[src/rtl/rj_pkg.sv]
package rj_pkg;

    localparam int TID_W     = 4;
    localparam int N_WORKERS = 2;
    localparam int WK_AUTH   = 0;
    localparam int WK_RESP   = 1;

    typedef enum logic [1:0] {
        ST_IDLE  = 2'd0,
        ST_WAIT  = 2'd1,
        ST_REPLY = 2'd2,
        ST_DROP  = 2'd3
    } rj_state_e;

    typedef struct packed {
        logic             valid;
        logic             ack;
        logic [TID_W-1:0] tid;
    } rj_verdict_t;

    typedef struct packed {
        logic got;
        logic ack;
    } rj_slot_t;

    function automatic logic [TID_W-1:0] tid_step(input logic [TID_W-1:0] t);
        return t + 1'b1;
    endfunction

    // Reject beats a completed accept; real verdicts beat expiry.
    function automatic rj_state_e wait_next(input logic nack_any,
                                            input logic all_ack,
                                            input logic expire);
        if (nack_any)     return ST_DROP;
        else if (all_ack) return ST_REPLY;
        else if (expire)  return ST_DROP;
        else              return ST_WAIT;
    endfunction

endpackage

[src/rtl/rj_verdict_slot.sv]
module rj_verdict_slot
    import rj_pkg::*;
(
    input  logic             clk,
    input  logic             rst,
    input  logic             clear,
    input  logic             enable,
    input  logic [TID_W-1:0] cur_tid,
    input  rj_verdict_t      vin,
    output rj_slot_t         eff
);

    rj_slot_t held_q;
    logic     hit;

    // A verdict counts only while waiting, with the live tag, and only once.
    assign hit = enable && vin.valid && (vin.tid == cur_tid) && !held_q.got;

    always_ff @(posedge clk) begin
        if (rst || clear) begin
            held_q <= '0;
        end else if (hit) begin
            held_q.got <= 1'b1;
            held_q.ack <= vin.ack;
        end
    end

    always_comb begin
        eff.got = held_q.got || hit;
        eff.ack = held_q.got ? held_q.ack : (hit && vin.ack);
    end

    AST_SLOT_STICKY: assert property (@(posedge clk) disable iff (rst)
        (held_q.got && !clear) |=> (held_q.got && held_q.ack == $past(held_q.ack)));

endmodule

[src/rtl/rj_wait_timer.sv]
module rj_wait_timer #(
    parameter int TMO_W       = 16,
    parameter int TMO_DEFAULT = 1024
) (
    input  logic             clk,
    input  logic             rst,
    input  logic             start,
    input  logic             run,
    input  logic [TMO_W-1:0] limit,
    output logic             expire
);

    localparam logic [TMO_W:0] DEF_LIM = (TMO_W+1)'(TMO_DEFAULT);
    localparam logic [TMO_W-1:0] CNT_MAX = {TMO_W{1'b1}};

    logic [TMO_W-1:0] cnt_q;
    logic [TMO_W:0]   lim_eff;
    logic [TMO_W:0]   cnt_plus;

    assign lim_eff  = (limit == '0) ? DEF_LIM : {1'b0, limit};
    assign cnt_plus = {1'b0, cnt_q} + 1'b1;
    assign expire   = run && (cnt_plus >= lim_eff);

    always_ff @(posedge clk) begin
        if (rst || start) begin
            cnt_q <= '0;
        end else if (run && cnt_q != CNT_MAX) begin
            cnt_q <= cnt_q + 1'b1;
        end
    end

    AST_TMR_FRESH: assert property (@(posedge clk) disable iff (rst)
        start |=> !expire || (limit == 1));

endmodule

[src/rtl/rj_join_ctrl.sv]
module rj_join_ctrl
    import rj_pkg::*;
#(
    parameter int DATA_W      = 32,
    parameter int TMO_W       = 16,
    parameter int TMO_DEFAULT = 1024
) (
    input  logic              clk,
    input  logic              rst,
    input  logic              req_valid,
    input  logic [DATA_W-1:0] req_data,
    output logic              req_ready,
    input  logic [TMO_W-1:0]  timeout_cycles,
    output logic              bus_wr,
    output logic [DATA_W-1:0] bus_data,
    output logic [TID_W-1:0]  bus_tid,
    input  logic              auth_valid,
    input  logic              auth_ack,
    input  logic [TID_W-1:0]  auth_tid,
    input  logic              resp_valid,
    input  logic              resp_ack,
    input  logic [TID_W-1:0]  resp_tid,
    output logic              reply_valid,
    output logic [DATA_W-1:0] reply_data,
    output logic              drop_valid
);

    rj_state_e         state_q, state_d;
    logic [DATA_W-1:0] payload_q;
    logic [TID_W-1:0]  cur_tid_q;
    logic [TID_W-1:0]  issue_tid_q;
    logic              wr_q;

    logic              accept;
    logic              in_wait;
    logic              expire;
    logic              nack_any;
    logic              all_ack;

    rj_verdict_t       vin [N_WORKERS];
    rj_slot_t          eff [N_WORKERS];

    assign accept  = req_valid && (state_q == ST_IDLE);
    assign in_wait = (state_q == ST_WAIT);

    assign vin[WK_AUTH] = '{valid: auth_valid, ack: auth_ack, tid: auth_tid};
    assign vin[WK_RESP] = '{valid: resp_valid, ack: resp_ack, tid: resp_tid};

    for (genvar g = 0; g < N_WORKERS; g++) begin : g_slot
        rj_verdict_slot u_slot (
            .clk     (clk),
            .rst     (rst),
            .clear   (accept),
            .enable  (in_wait),
            .cur_tid (cur_tid_q),
            .vin     (vin[g]),
            .eff     (eff[g])
        );
    end

    always_comb begin
        nack_any = 1'b0;
        all_ack  = 1'b1;
        for (int i = 0; i < N_WORKERS; i++) begin
            nack_any = nack_any || (eff[i].got && !eff[i].ack);
            all_ack  = all_ack && eff[i].got && eff[i].ack;
        end
    end

    rj_wait_timer #(
        .TMO_W       (TMO_W),
        .TMO_DEFAULT (TMO_DEFAULT)
    ) u_timer (
        .clk    (clk),
        .rst    (rst),
        .start  (accept),
        .run    (in_wait),
        .limit  (timeout_cycles),
        .expire (expire)
    );

    always_comb begin
        state_d = state_q;
        unique case (state_q)
            ST_IDLE:  if (accept) state_d = ST_WAIT;
            ST_WAIT:  state_d = wait_next(nack_any, all_ack, expire);
            ST_REPLY: state_d = ST_IDLE;
            ST_DROP:  state_d = ST_IDLE;
            default:  state_d = ST_IDLE;
        endcase
    end

    always_ff @(posedge clk) begin
        if (rst) begin
            state_q     <= ST_IDLE;
            payload_q   <= '0;
            cur_tid_q   <= '0;
            issue_tid_q <= '0;
            wr_q        <= 1'b0;
        end else begin
            state_q <= state_d;
            wr_q    <= accept;
            if (accept) begin
                payload_q   <= req_data;
                cur_tid_q   <= issue_tid_q;
                issue_tid_q <= tid_step(issue_tid_q);
            end
        end
    end

    assign req_ready   = (state_q == ST_IDLE);
    assign bus_wr      = wr_q;
    assign bus_data    = payload_q;
    assign bus_tid     = cur_tid_q;
    assign reply_valid = (state_q == ST_REPLY);
    assign reply_data  = payload_q;
    assign drop_valid  = (state_q == ST_DROP);

    AST_WR_PULSE: assert property (@(posedge clk) disable iff (rst)
        bus_wr |=> !bus_wr);

    AST_BUSY_NOT_READY: assert property (@(posedge clk) disable iff (rst)
        bus_wr |-> !req_ready);

    AST_REPLY_AFTER_ACKS: assert property (@(posedge clk) disable iff (rst)
        $rose(reply_valid) |-> $past(eff[WK_AUTH].ack && eff[WK_RESP].ack));

    AST_STROBE_EXCL: assert property (@(posedge clk) disable iff (rst)
        !(reply_valid && drop_valid));

    AST_STROBE_SINGLE: assert property (@(posedge clk) disable iff (rst)
        (reply_valid || drop_valid) |=> !(reply_valid || drop_valid));

    AST_END_TO_IDLE: assert property (@(posedge clk) disable iff (rst)
        (reply_valid || drop_valid) |=> req_ready);

endmodule

[config.mk]
export PLATFORM = sky130hd
export DESIGN_NAME = rj_join_ctrl
export DESIGN_NICKNAME = d
export VERILOG_FILES = /design/src/rtl/rj_pkg.sv /design/src/rtl/rj_verdict_slot.sv /design/src/rtl/rj_wait_timer.sv /design/src/rtl/rj_join_ctrl.sv
export SDC_FILE = /design/constraint.sdc
export NUM_CORES = 1
export LEC_CHECK = 0
export CAP_MARGIN = 25
export CELL_PAD_IN_SITES_DETAIL_PLACEMENT = 0
export CELL_PAD_IN_SITES_GLOBAL_PLACEMENT = 2
export CORE_ASPECT_RATIO = 0.8
export CORE_UTILIZATION = 25
export DETAILED_ROUTE_END_ITERATION = 8
export PLACE_DENSITY_LB_ADDON = 0.12
export SYNTH_ARGS = -nofsm -noshare
export SYNTH_HDL_FRONTEND = slang
export SYNTH_HIERARCHICAL = 1
export SYNTH_SLANG_ARGS = --single-unit
[constraint.sdc]
create_clock -name clk -period 6.5 [get_ports clk]
set_clock_uncertainty 0.1 [all_clocks]
set_input_delay 1.3 -clock clk [delete_from_list [all_inputs] [get_ports clk]]
set_output_delay 1.3 -clock clk [all_outputs]
set_load 0.01 [all_outputs]
==> impl_results.md <==
- Share of final-layout standard cells stronger than drive strength 1: under 10%
- Final instance count without filler cells: 681
- Maximum clock frequency: approximately 280 MHz
- Number of buffers inserted by hold repair at cts: 0
- Most common cell type on the critical path: sky130_fd_sc_hd__nor2_1
- # placed instances: 666
- Global-route wire length before repair: 14.15 mm
- Final weighted congestion in routability-driven placement: 0.7237
- Growth of design area from synthesis to finish: 41.30%
- Final setup violating endpoints: 0
- Crit path kind: input pin to flip-flop
- Async S/R FF share, synth: 0%
- Largest delay contributor family on the critical path: compound AO/OA/AOI/OAI gates
- Relative slew slack: 35.83%
- Largest driver fanout on the critical path: 2
- Delay of the slowest critical-path stage: 450 ps
- Number of I/O port buffers: 134
- Drt wl/cell: 13.55 µm
- Data arrival time of the critical path: 3610 ps
- Transition time at the pin with the least slew margin: 953.8 ps
- Clock network latency to the later pin of the worst-skew pair: around 320 ps
- CP startpoint kind: input pin
- Cell count after synthesis: 399
- Largest buffer count on any clock path: 2
- Avg Inst Size Synth: 9.006 µm²
- Total vias in the final route: between 2,000 and 3,000
- Worst r2r src: u_timer/cnt_q[0]
- Total number of clock tree sinks: 63
- Initial antenna violation count: 0
- Final-report max-slew violation count: 0
- Die Y: roughly 110 µm
- Root buffer cell: sky130_fd_sc_hd__clkbuf_16
- Reg2reg setup slack: 3030 ps
- EDFF count, synth: 0
- Hold Vio Cnt, Final: 0
- Post-Syn Area: 0.003593 mm²
- Router iterations before antenna repair: 4
- End of the worst hold path: g_slot[0].u_slot/held_q[0]
- End of the worst register-to-register path: state_q[1]
- Worst Reg-to-Reg Cells: 12
- Worst-path cell chain: clkdlybuf4s50_1 > nor4_1 > a41oi_1 > ha_1 > a211oi_1 > nor2_1 > nor2_1 > o211ai_1 > a221o_1 > inv_1 > a21boi_1
- Leading cell type in the layout, fill and taps excluded: sky130_fd_sc_hd__clkdlybuf4s50_1
- Synth Net Count: 480
- Final-stage net count: a little under 600
- Setup repair after global routing missed its margin: no
- Hold path cells: 2
- Overall routing resource usage: 12.52%
- Critical path required time: 6600 ps
- Tcrit/Tclk final: 54.05%
- Flop and latch count out of synthesis: between 60 and 70
- Post-synthesis sequential area ratio: 35.10%
- Row count: 38
- Worst Path Buf+Inv: 2
- I/O pin count: 135
- Power per Cell Area: 217.6 mW/mm²
- CTS tree: built
- Cts bufs inserted: 9
- Main synth FF type: sky130_fd_sc_hd__dfxtp_1
- Hpwl dp: 6.916 mm
- Number of routed nets with antenna violations: 0
- CP endpoint kind: flip-flop
- Number of warnings printed during yosys synthesis: 6
- Maximum number of pins on one net before global-route repair: 48
- Peak supply drop: 0.1233 mV
- Aggregate routed wire length: 9.227 mm
- Shortest clock period the worst path allows after layout: 3513 ps
- Final Util: 36.82%
- Critical-path top delay cell: sky130_fd_sc_hd__nor4_1
- Count of inserted antenna diode cells: 0
- Via count of the first global-routing pass: about 2,800
- Launch point of the worst hold path: g_slot[0].u_slot/held_q[0]
- Cells resized by post-CTS repair: 0
- Initial core utilization: 26.06%
- Core box area: 0.01379 mm²
- Highest-count cells in the layout ignoring fill and taps: 133 x sky130_fd_sc_hd__clkdlybuf4s50_1, 63 x sky130_fd_sc_hd__dfxtp_1, 58 x sky130_fd_sc_hd__nor2_1, 39 x sky130_fd_sc_hd__mux2i_1, 22 x sky130_fd_sc_hd__inv_1
- Cell variety after synth: 49
- Die Wd: 136.0 µm
- Leakage power summed over all cells: 2.003 nW
- Final sum of negative setup slack: 0 ps
- # Max-Cap Violations: 0
- Sum of overflow across all layers after global routing: 0
- # H-tree levels: 3
- Worst min-delay path category: flip-flop to flip-flop
- Post-CTS repair timing setup buffer count: 0
- Floorplan die area: between 0.01 and 0.015 mm²
- Result of the run: complete, no violations
- Vias per Instance: between 4 and 5
- DRC violations left: 0
- Clock-pin slew of the registers on the worst-case setup and hold paths: 50 ps
- Drt first-iter violations: 113
[state kept, by name, indices dropped and copies added, names as in the netlist]
register / count
bus_wr: 1
issue_tid_q: 4
bus_data: 32
u_timer/cnt_q: 16
g_slot.u_slot/held_q: 4
state_q: 2
bus_tid: 4
[layout make-up]
type	count	area, µm²
sequential	63	1261
clock inverter	3	42.54
inverter	23	91.34
fill	1396	8711
timing repair buffer	135	1344
clock buffer	12	256.5
tap	180	225.2
multi-input combinational	265	1857
[how the worst max path moves through the flow]
stage	from	slack (ps)	endpoint	depth (start not counted)
final	timeout_cycles[7]	2990	state_q[1]	11
after global routing	u_timer/cnt_q[0]	2560	state_q[1]	12
after CTS	timeout_cycles[7]	3000	state_q[1]	11
after detailed placement	timeout_cycles[7]	2650	state_q[1]	11
after global placement	timeout_cycles[0]	2720	state_q[1]	11
after floorplan	timeout_cycles[7]	3460	state_q[1]	10
[per-layer routing]
layer | track usage [%] | part of all wire [%] | vias up | wire [µm]
met1 | 16.93 | 49 | 1304 | 4560
met5 | 0 | 0 | - | 0
met2 | 18.96 | 43 | 77 | 3989
li1 | - | - | 1533 | -
met4 | 3.571 | 1.1 | 0 | 97
met3 | 3.905 | 6.3 | 8 | 579
[cells by family (layout without fill, tap and decap cells)]
logic type               count (synthesis)  count (layout)  share of synthesized area [%]
AO/OA/AOI/OAI                           48              48                          8.914
XOR/XNOR                                30              30                          7.312
adder cells (fa/ha/maj)                 18              18                          6.268
buffers and inverters                   71             173                          13.23
flip-flops                              63              63                          35.10
multiplexers                            39              39                          10.86
AND/OR/NAND/NOR                        130             130                          18.31
[worst min-delay path, stage by stage (launching register included)]
cell and delay (ps):
sky130_fd_sc_hd__dfxtp_1 300, sky130_fd_sc_hd__nand2_1 50, sky130_fd_sc_hd__mux2i_1 60
[synth_stat cells, types with 2 or more instances]
| cell | instances | area, µm² |
|---|---|---|
| sky130_fd_sc_hd__nor3_2 | 2 | 20.02 |
| sky130_fd_sc_hd__a211oi_1 | 4 | 30.03 |
| sky130_fd_sc_hd__nor2b_1 | 6 | 37.54 |
| sky130_fd_sc_hd__buf_4 | 33 | 247.7 |
| sky130_fd_sc_hd__nand2_1 | 12 | 45.04 |
| sky130_fd_sc_hd__buf_12 | 4 | 80.08 |
| sky130_fd_sc_hd__a21oi_1 | 13 | 65.06 |
| sky130_fd_sc_hd__clkbuf_1 | 8 | 30.03 |
| sky130_fd_sc_hd__mux2i_1 | 39 | 390.4 |
| sky130_fd_sc_hd__or3_1 | 7 | 43.79 |
| sky130_fd_sc_hd__o21ai_1 | 8 | 40.04 |
| sky130_fd_sc_hd__nor2_1 | 58 | 217.7 |
| sky130_fd_sc_hd__and3_1 | 2 | 12.51 |
| sky130_fd_sc_hd__a41oi_1 | 2 | 17.52 |
| sky130_fd_sc_hd__o21ai_0 | 2 | 10.01 |
| sky130_fd_sc_hd__nand3b_1 | 2 | 15.01 |
| sky130_fd_sc_hd__nor4_1 | 6 | 37.54 |
| sky130_fd_sc_hd__inv_1 | 22 | 82.58 |
| sky130_fd_sc_hd__nand4_1 | 7 | 43.79 |
| sky130_fd_sc_hd__nand3_1 | 10 | 50.05 |
| sky130_fd_sc_hd__nor3_1 | 3 | 15.01 |
| sky130_fd_sc_hd__a22o_1 | 2 | 17.52 |
| sky130_fd_sc_hd__or2_1 | 2 | 12.51 |
| sky130_fd_sc_hd__o211ai_1 | 4 | 30.03 |
| sky130_fd_sc_hd__xnor2_1 | 15 | 131.4 |
| sky130_fd_sc_hd__xor2_1 | 15 | 131.4 |
| sky130_fd_sc_hd__buf_6 | 2 | 22.52 |
| sky130_fd_sc_hd__nand3_2 | 2 | 20.02 |
| sky130_fd_sc_hd__a21o_1 | 4 | 30.03 |
| sky130_fd_sc_hd__and2_1 | 4 | 25.02 |
| sky130_fd_sc_hd__ha_1 | 18 | 225.2 |
| sky130_fd_sc_hd__o21a_1 | 2 | 15.01 |
| sky130_fd_sc_hd__dfxtp_1 | 63 | 1261 |
[power by group]
part | internal (mW) | switching, mW
Combinational | 0.116 | 0.0852
Sequential | 0.406 | 0.0173
Clock | 0.315 | 0.166
[metrics by stage]
| step | instance area (µm²) | power (mW) | setup WS [ps] | hold slack, ps |
|---|---|---|---|---|
| after floorplan | 3593 | 0.5480 | 3460 | 338.3 |
| after global placement | 4778 | 0.6345 | 2720 | 349.7 |
| after detailed placement | 4778 | 0.6354 | 2654 | 362.3 |
| after CTS | 5077 | 1.124 | 2996 | 369.4 |
| after global routing | 5077 | 1.157 | 2565 | 404.2 |
| final | 5077 | 1.105 | 2987 | 362.3 |
(Power assumes the default switching activity.)
